[src/rtl/tx_out_ctrl.sv]
module tx_out_ctrl #(
  parameter int FAST_DIV = 7372,
  parameter int SLOW_DIV = 3686,
  parameter int MUTE_MS  = 2
) (
  input  logic       clk,
  input  logic       rst_n,
  input  logic       tx_filt_on,
  input  logic       mod_on,
  input  logic       mclk_fast,
  output logic [1:0] out_src,
  output logic       filt_pdn
);
  localparam int MAXDIV = (FAST_DIV > SLOW_DIV) ? FAST_DIV : SLOW_DIV;
  localparam int DW = $clog2(MAXDIV + 1);
  localparam int MW = $clog2(MUTE_MS + 1);

  logic          filt_q, mod_q, mute;
  logic [DW-1:0] div_lim, div_cnt;
  logic [MW-1:0] ms_cnt;

  always_ff @(posedge clk) begin
    if (!rst_n) begin
      filt_q  <= 1'b0;
      mod_q   <= 1'b0;
      mute    <= 1'b0;
      div_lim <= DW'(SLOW_DIV);
      div_cnt <= '0;
      ms_cnt  <= '0;
    end else begin
      filt_q <= tx_filt_on;
      mod_q  <= mod_on;
      if (!tx_filt_on) begin
        mute    <= 1'b0;
        div_cnt <= '0;
        ms_cnt  <= '0;
      end else if (!filt_q) begin
        mute    <= 1'b1;
        div_cnt <= '0;
        ms_cnt  <= '0;
        div_lim <= mclk_fast ? DW'(FAST_DIV) : DW'(SLOW_DIV);
      end else if (mute) begin
        if (div_cnt == div_lim - 1'b1) begin
          div_cnt <= '0;
          if (ms_cnt == MW'(MUTE_MS - 1)) mute <= 1'b0;
          else ms_cnt <= ms_cnt + 1'b1;
        end else begin
          div_cnt <= div_cnt + 1'b1;
        end
      end
    end
  end

  assign filt_pdn = ~filt_q;
  assign out_src  = !filt_q ? (mod_q ? 2'd3 : 2'd0)
                  : mute    ? 2'd0
                  : (mod_q ? 2'd1 : 2'd2);

  p_loopback_r4: assert property (@(posedge clk) disable iff (!rst_n)
    (!tx_filt_on && mod_on) |=> (out_src == 2'd3));
  p_quiet_r5: assert property (@(posedge clk) disable iff (!rst_n)
    (!tx_filt_on && !mod_on) |=> (out_src == 2'd0));
  p_rise_mute_r6: assert property (@(posedge clk) disable iff (!rst_n)
    (tx_filt_on && filt_pdn) |=> (out_src == 2'd0 && !filt_pdn));
  p_div_bound_r6: assert property (@(posedge clk) disable iff (!rst_n)
    (div_cnt < div_lim));
  p_cancel_r7: assert property (@(posedge clk) disable iff (!rst_n)
    !tx_filt_on |=> filt_pdn);
  p_path_power_r10: assert property (@(posedge clk) disable iff (!rst_n)
    (out_src == 2'd1 || out_src == 2'd2) |-> !filt_pdn);
endmodule

[config.mk]
export PLATFORM = sky130hd
export DESIGN_NAME = tx_out_ctrl
export DESIGN_NICKNAME = d
export VERILOG_FILES = /design/src/rtl/tx_out_ctrl.sv
export SDC_FILE = /design/constraint.sdc
export NUM_CORES = 1
export LEC_CHECK = 0
export ABC_AREA = 0
export BUFFER_PORTS_ARGS = -buffer_cell sky130_fd_sc_hd__buf_2
export CAP_MARGIN = 5
export CORE_MARGIN = 5
export CORE_UTILIZATION = 52
export CTS_CLUSTER_DIAMETER = 40
export DETAILED_ROUTE_END_ITERATION = 8
export GPL_TIMING_DRIVEN = 0
export PLACE_DENSITY = 0.73
export SLEW_MARGIN = 20
export SYNTH_ARGS = -nofsm -noshare
export SYNTH_HDL_FRONTEND = slang
export SYNTH_SLANG_ARGS = --single-unit
[constraint.sdc]
create_clock -name clk -period 2.09 [get_ports clk]
set_clock_uncertainty 0.05 [all_clocks]
set_input_delay 0.418 -clock clk [delete_from_list [all_inputs] [get_ports clk]]
set_output_delay 0.418 -clock clk [all_outputs]
set_load 0.1 [all_outputs]
==> impl_metrics.ini, run 1 <==
[cts]
htree_levels = 1
cts-root-buf = clkbuf_4
worstSkewPairLatency_ps = 310
cts_sinks = 20
clkTransAtPathRegs_ps = 110
hold_buffers = 0
numCtsBuffers = 3
cts_tree = done
clockBufferDepth = 2
post_cts_buffers = 0

[critical_path]
cp_num_buf_inv = 3
crit_family = buffers and inverters
reg2regPathDepth = 5
worst_r2r_startpoint = div_cnt[1]$_SDFFE_PN0P_
ff2ff_setup_slack_ps = 220
cp_cell_sequence = buf_2 -> inv_2 -> nand2_1 -> mux2i_2 -> clkbuf_4
cp_data_required_time_ps = 1620
critPathLaunchType = flip-flop
path_class = flip-flop to primary output
path_max_fanout = 7
cp_slowest_cell = clkbuf_4
r2r-end = div_cnt[12]$_SDFFE_PN0P_
critPathCaptureType = primary output
crit_arrival_ps = 1530
slowest_delay_ps = 370

[final_layout]
drive_above_1_share = 0.178
fillers = 192
area_growth_pct = 11.3
antennaDiodeCount = 0
final_cell_mix = dfxtp_1 (20), nand2_1 (14), buf_2 (7), nand4_1 (7), a211oi_1 (7)
nets = 137
layout_commonest_cell = dfxtp_1

[floorplanning]
fp.dieH_um = 54.9
rows = 16
initial_core_util = 0.541
die_w_um = 54.9
dieArea_um2 = 3020
ios = 8
coreArea_um2 = 1940

[pwr]
ir_worst_vdd_uv = 362
pwr_density_cell_nw_per_um2 = 596
p_leak_nw = 0.419

[detailed_routing]
finalWirelength_mm = 2.18
drc = 0
wl_per_cell_um = 14.0
wl_met2_mm = 1.07
via_per_inst = 5.92
highest_layer = met4
vias = 923
drt_first_iter_violations = 25
antenna_left = 0
dr.pass1.iters = 4
met1_length_um = 970
dr_wl_met3_um = 60

[job]
cap_viol_max_count = 0

[yosys]
synth-seq-cells = 20
synth-main-ff-cell = dfxtp_1
synthArstFlopShare = 0
synthDistinctLibCells = 40
synthAdderAreaFrac = 0.0238
synth_edf_count = 0
synth_compound_area_frac = 0.207
synth_top_family_by_area = simple AND/OR/NAND/NOR gates
yosys.area_share.simple = 0.284
yosysTopAreaCell = dfxtp_1
yosys_warnings = 0
avgSynthCellArea_um2 = 8.90
muxShareOfSynthArea = 0.00954
syn_inst = 118
synth_area_leaders = dfxtp_1 (38%), a211oi_1 (5.0%), nand2_1 (5.0%), nand4_1 (4.2%), xnor2_1 (4.2%)
synth_top_area_share = 0.381
synth_xor_area_frac = 0.0667
synth-seq-area-share = 0.381
syn-cell-area_um2 = 1050
synth_fp_nets = 125

[timing]
worstMarginPinSlew_ps = 519
slew_violations = 0
min_period_ps = 2000
max_slew_margin = 0.649
finalSetupTns_ps = 0
min_period_over_period = 0.955
hold_viol_final = 0
fin_ws_ps = 94.3
setup_viol = 0
fmax_mhz = 501
rsz0062_at_grt = false

[global_routing]
overflow = 0
grt_pass1_vias = 858
grt_max_degree = 12
grtUsageTotal = 0.178
grt_pass1_wl_mm = 3.77
grt_antenna_before_repair = 0

[min_path]
hold_class = input pin to flip-flop
whs_path_depth = 2
whs_endpoint = mod_q$_SDFF_PN0_
hold_path.startpoint = mod_on

[placement]
pre_cts_ws_ps = 218
globalplace.congestion = 0.798
io_buffers = 7
dpl.hpwl_mm = 1.65

[outcome]
outcome = completed
[sequential cells by signal, summed over array words and instances, names as in the netlist]
signal and flops:
filt_q 1, div_cnt 13, div_lim 2, ms_cnt 2, mod_q 1, mute 1
[cell families (layout without fill, tap and decap cells)]
family | count (synthesis) | in the layout
compound gates | 28 | 28
xor+xnor | 8 | 8
fa+ha+maj | 2 | 2
buf+inv | 7 | 18
flops | 20 | 20
mux | 1 | 1
simple gates | 52 | 52
[timing repair]
action                                  in CTS  in global routing
resized for setup                            1                  3
endpoints found under the setup margin       1                  2
cloned                                       0                  0
[worst reg2reg max path: cells and delay by family, from the launching register on]
family                   cells  cell delay [ps]
flip-flops                   1              430
AND/OR/NAND/NOR              3              780
adder cells (fa/ha/maj)      1              250
AO/OA/AOI/OAI                1              290
[metal layers]
layer	vias up	GRT usage
met4	0	0.101
met1	431	0.214
li1	465	-
met2	18	0.299
met5	-	0
met3	9	0.0268
[how the worst max path moves through the flow]
stage | start | end | cells after the start
after detailed placement | div_cnt[0]$_SDFFE_PN0P_ | div_cnt[12]$_SDFFE_PN0P_ | 4
after global placement | div_cnt[0]$_SDFFE_PN0P_ | div_cnt[12]$_SDFFE_PN0P_ | 5
final | mute$_SDFF_PN0_ | out_src[1] | 5
after global routing | mute$_SDFF_PN0_ | out_src[1] | 5
after CTS | mute$_SDFF_PN0_ | out_src[1] | 5
after floorplan | mute$_SDFF_PN0_ | out_src[1] | 4
[power by group]
part           switching [mW]  internal [mW]  leakage [nW]
logic                  0.0551         0.0220         0.236
clock network           0.121          0.106        0.0210
registers             0.00588          0.387         0.162
[stage by stage]
step                utilization  instances  power [mW]  instance area (um2)  hold slack [ps]
finish                    0.602        156       0.697                 1170              256
global route              0.602        156       0.727                 1170              262
CTS                       0.600        156       0.701                 1160              254
floorplan                     -        118       0.459                 1060              396
global placement          0.580        152       0.473                 1130              410
detailed placement        0.580        152       0.476                 1130              422
[synthesized netlist by cell type (2+ instances only)]
library cell and number:
a21boi_1 2, and2_1 3, clkbuf_1 2, or3_1 2, a21oi_1 3, a31oi_1 3, dfxtp_1 20, nand3_1 4
nor2b_1 2, nor4_1 3, a211oi_1 7, and3_1 3, nor2_1 6, ha_1 2, xor2_1 3, o21ai_0 2
nand4_1 7, buf_2 2, nand2_1 14, o21ai_1 3, inv_1 2, xnor2_1 5
[final cells by class]
cell class,instances,area [um2],share of cell area
clock buffers,4,36.3,0.0310
repair buffers,7,40.0,0.0343
inverters,3,11.3,0.00964
well taps,27,33.8,0.0289
multi-input cells,91,628,0.537
flip-flops and latches,20,400,0.343
plain buffers,4,18.8,0.0161
(Power assumes the default switching activity.)
==> run 2: changes to the inputs <==
PLACE_DENSITY = 0.75   (was 0.73)
clock period = 1.7 ns   (was 2.09 ns; I/O delays follow)
==> run 2 against run 1 <==
Effect of this change:
- the flow now finishes with violations (negative setup slack)
- combinational power rose by 48%
- worst hold slack lost 78 ps
- global-route usage rose by 1.8 points
- clock power rose by 26%
- worst setup slack worse by 110 ps
- core utilization increased by 11 points
- first-iteration DRC count is 16% higher
- wire length up 22%
- cell count increased by 5.8%
- die area is the same
- critical endpoint is now div_cnt[8]$_SDFFE_PN0P_
- largest cell class unchanged
- largest power group unchanged
- highest routed layer unchanged
==> impl_metrics.ini, run 2 (synthesis results as in run 1) <==
[cts]
worstSkewPairLatency_ps = 310
htree_levels = 1
cts-root-buf = clkbuf_4
cts_sinks = 20
clockBufferDepth = 2
numCtsBuffers = 3
clkTransAtPathRegs_ps = 120
cts_tree = done

[critical_path]
critPathCaptureType = flip-flop
path_max_fanout = 5
crit_family = simple AND/OR/NAND/NOR gates
cp_cell_sequence = or4_4 -> a22o_4 -> nor2_4 -> a211oi_2
slowest_delay_ps = 550
cp_slowest_cell = or4_4
cp_data_required_time_ps = 1830
critPathLaunchType = flip-flop
crit_arrival_ps = 1840
cp_num_buf_inv = 0
path_class = flip-flop to flip-flop

[timing]
setup_viol = 4
min_period_ps = 1710
finalSetupTns_ps = -38.9
min_period_over_period = 1.01
rsz0062_at_grt = true
max_slew_margin = 0.635
hold_viol_final = 0
slew_violations = 0
fmax_mhz = 584
worstMarginPinSlew_ps = 548
fin_ws_ps = -11.9

[outcome]
outcome = finished, violations left
violations = negative setup slack

[placement]
dpl.hpwl_mm = 1.69
io_buffers = 7
globalplace.congestion = 0.755
placedCellCount = 152

[floorplanning]
coreArea_um2 = 1940
initial_core_util = 0.541
die_w_um = 54.9
ios = 8
fp.dieH_um = 54.9
dieArea_um2 = 3020
rows = 16

[global_routing]
grt_max_degree = 12
grt_antenna_before_repair = 0
grt_pass1_wl_mm = 4.20
overflow = 0
grt_pass1_vias = 893
grtUsageTotal = 0.195

[final_layout]
regMostFlops = div_cnt
final_cell_mix = nand2_1 (14), dfxtp_1 (13), buf_4 (9), nand4_1 (7), nor2_1 (6)
largest_reg_flops = 13
fin_cells = 165
layout_commonest_cell = nand2_1
biggestRegsByFlops = div_cnt: 13 flops, div_lim: 2 flops, ms_cnt: 2 flops
drive_above_1_share = 0.341
area_growth_pct = 32.1
nets = 146
antennaDiodeCount = 0

[detailed_routing]
wl_per_cell_um = 16.2
finalWirelength_mm = 2.67
drc = 0
drt_first_iter_violations = 29
dr.pass1.iters = 4
via_per_inst = 6.04
antenna_left = 0
vias = 996

[pwr]
p_leak_nw = 0.479
ir_worst_vdd_uv = 646
pwr_density_cell_nw_per_um2 = 636

[job]
cap_viol_max_count = 0

[min_path]
hold_class = input pin to flip-flop
## run 2: changes by cell type in the layout (fill, tap and decap cells not counted), sizes merged
cell and delta:
nor2 +1, buf +8
## run 2: routing by layer
layer	share of wire	vias up	GRT usage	wire (um)
met1	0.45	479	0.238	1190
li1	-	484	-	-
met5	0	-	0	0
met4	0.0083	0	0.0526	22
met3	0.040	4	0.0590	107
met2	0.50	29	0.333	1350
## run 2: stage by stage
| step | worst slack (ps) | cell area [um2] | power, mW | hold WS, ps | utilization |
|---|---|---|---|---|---|
| finish | -11.9 | 1390 | 0.881 | 178 | 0.714 |
| CTS | 11.0 | 1280 | 0.878 | 178 | 0.659 |
| global placement | -79.7 | 1140 | 0.587 | 409 | 0.588 |
| floorplan | 34.9 | 1070 | 0.570 | 352 | - |
| global route | -58.1 | 1390 | 0.919 | 167 | 0.714 |
| detailed placement | -119 | 1140 | 0.589 | 424 | 0.588 |
## run 2: worst reg2reg max path, cell delays in order (launching register included)
cell,delay (ps)
dfxtp_2,340
or4_4,550
a22o_4,320
nor2_4,230
a211oi_2,100
## run 2: repair_timing
action	4_1_cts	5_1_grt
pin swaps	0	9
endpoints found under the setup margin	15	15
gates cloned	1	0
hold buffers	0	0
setup buffers	3	6
resized for setup	23	13
## run 2: layout make-up
type	instances	area, um2
Sequential cell	20	422
Multi-Input combinational cell	92	723
Inverter	3	13.8
Buffer	3	25.0
Clock buffer	4	36.3
Tap cell	27	33.8
Timing Repair Buffer	16	133
Fill cell	154	556
## run 2: power breakdown
group	internal [mW]	switching (mW)
sequential	0.470	0.0117
combinational	0.0428	0.0716
clock	0.131	0.154
total	0.643	0.238
## run 2: path summary, 6_finish.rpt
check                           cells after the start                 endpoint                     from  slack [ps]
worst max-delay path                                4  div_cnt[8]$_SDFFE_PN0P_  div_lim[7]$_SDFFE_PN0P_         -10
worst min-delay path                                2         mod_q$_SDFF_PN0_                   mod_on         180
worst max register to register                      4  div_cnt[8]$_SDFFE_PN0P_  div_lim[7]$_SDFFE_PN0P_         -10
worst min register to register                      2   ms_cnt[0]$_SDFFE_PN0P_   ms_cnt[0]$_SDFFE_PN0P_         450
==> run 3: changes to the inputs <==
--- a/constraint.sdc
+++ b/constraint.sdc
@@ -4,2 +4,2 @@
 set_output_delay 0.34 -clock clk [all_outputs]
-set_load 0.1 [all_outputs]
+set_load 0.02 [all_outputs]
==> run 3 against run 2 <==
Effect of this change:
- the run now ends clean
- final area shrank 8.0%
- combinational power shrank 44%
- wire length shrank 5.7%
- worst setup slack gained 46 ps
==> impl_metrics.ini, run 3 (synthesis results as in run 1) <==
[floorplanning]
initial_core_util = 0.541
die_w_um = 54.9
fp.dieH_um = 54.9
coreArea_um2 = 1940
rows = 16
ios = 8
dieArea_um2 = 3020

[placement]
io_buffers = 7
globalplace.congestion = 0.784
placed_area_um2 = 1120
dpl.hpwl_mm = 1.63
pre_cts_ws_ps = -120

[critical_path]
reg2regPathDepth = 4
worst_r2r_startpoint = div_cnt[7]$_SDFFE_PN0P_
startpoint = div_cnt[7]$_SDFFE_PN0P_
ff2ff_setup_slack_ps = 30
path_class = flip-flop to flip-flop
cp_slowest_cell = or4_4
critPathCaptureType = flip-flop
cp_data_required_time_ps = 1820
cp_cell_sequence = or4_4 -> a22o_4 -> o211ai_1 -> a21oi_1
path_max_fanout = 5
critPathLaunchType = flip-flop
r2r-end = div_cnt[1]$_SDFFE_PN0P_
crit_arrival_ps = 1780
slowest_delay_ps = 530

[pwr]
fin_total_pwr_mw = 0.760
pwr_density_cell_nw_per_um2 = 596
p_leak_nw = 0.442
ir_worst_vdd_uv = 396

[detailed_routing]
drc = 0
drt_first_iter_violations = 28
antenna_left = 0
via_per_inst = 5.94
dr.pass1.iters = 4
finalWirelength_mm = 2.52
vias = 957
wl_per_cell_um = 15.6

[final_layout]
layout_commonest_cell = dfxtp_1
area_growth_pct = 21.5
biggestRegsByFlops = div_cnt: 13 flops, div_lim: 2 flops, ms_cnt: 2 flops
final_area_um2 = 1270
nets = 143
regMostFlops = div_cnt
antennaDiodeCount = 0
final_cell_mix = dfxtp_1 (16), nand2_1 (14)
final_util = 0.657
largest_reg_flops = 13
drive_above_1_share = 0.269

[min_path]
whs_path_depth = 2
hold_path.startpoint = mod_on
whs_endpoint = mod_q$_SDFF_PN0_
hold_class = input pin to flip-flop

[timing]
hold_ws_ps = 197
fin_ws_ps = 33.9
min_period_ps = 1670
setup_viol = 0
rsz0062_at_grt = true
hold_viol_final = 0
worstMarginPinSlew_ps = 509
slew_violations = 0
fmax_mhz = 600
max_slew_margin = 0.661
min_period_over_period = 0.980

[cts]
cts-root-buf = clkbuf_4
worstSkewPairLatency_ps = 290
hold_buffers = 0
cts_tree = done
htree_levels = 1
clockBufferDepth = 2
numCtsBuffers = 3
cts_sinks = 20
clkTransAtPathRegs_ps = 100

[global_routing]
grtUsageTotal = 0.177
overflow = 0
grt_antenna_before_repair = 0
grt_pass1_vias = 841
grt_pass1_wl_mm = 3.82
grt_max_degree = 11

[job]
cap_viol_max_count = 0

[outcome]
outcome = completed
==> run 3: what timing repair did <==
| action | CTS | global route |
|---|---|---|
| endpoints found under the setup margin | 13 | 17 |
| cloned | 0 | 1 |
| setup buffers | 1 | 5 |
| pin swaps | 1 | 6 |
| endpoints found under the hold margin | 0 | 0 |
| resized for setup | 6 | 18 |
==> run 3: area by class of cell <==
class | count | area (um2)
fill | 163 | 667
multi-input combinational | 92 | 689
inverter | 3 | 13.8
clock buffer | 3 | 22.5
timing repair buffer | 13 | 82.6
tap | 27 | 33.8
buffer | 3 | 20.0
sequential | 20 | 413
==> run 3: how the worst max path moves through the flow <==
stage                               endpoint  slack, ps  depth (start not counted)
floorplan           div_cnt[12]$_SDFFE_PN0P_         80                          5
global placement    div_cnt[12]$_SDFFE_PN0P_        -70                          5
detailed placement  div_cnt[12]$_SDFFE_PN0P_       -120                          5
CTS                               out_src[0]          2                          4
global route         div_cnt[6]$_SDFFE_PN0P_        -30                          5
finish               div_cnt[1]$_SDFFE_PN0P_         30                          4
==> run 3: critical path: cells and delay by family (launching register included) <==
kind | cells | cell delay [ps]
flip-flops | 1 | 370
AND/OR/NAND/NOR | 1 | 530
AO/OA/AOI/OAI | 3 | 600
==> run 3: power by group <==
| group | leakage [nW] | switching [mW] | internal (mW) |
|---|---|---|---|
| combinational | 0.264 | 0.0370 | 0.0272 |
| clock | 0.0138 | 0.133 | 0.0824 |
| sequential | 0.165 | 0.00988 | 0.471 |
| total | 0.442 | 0.180 | 0.580 |
==> run 3: per-stage QoR <==
step                      instances  TNS, ps
final                           161        0
after global routing            161     -124
after CTS                       156        0
after detailed placement        152     -408
after global placement          152     -230
after floorplan                 118        0
==> run 3: metal layers <==
| layer | vias to the layer above | routed length (um) | global-route usage |
|---|---|---|---|
| met1 | 462 | 1110 | 0.234 |
| met3 | 4 | 97 | 0.0241 |
| li1 | 476 | - | - |
| met2 | 15 | 1270 | 0.283 |
| met5 | - | 0 | 0 |
| met4 | 0 | 34 | 0.0850 |
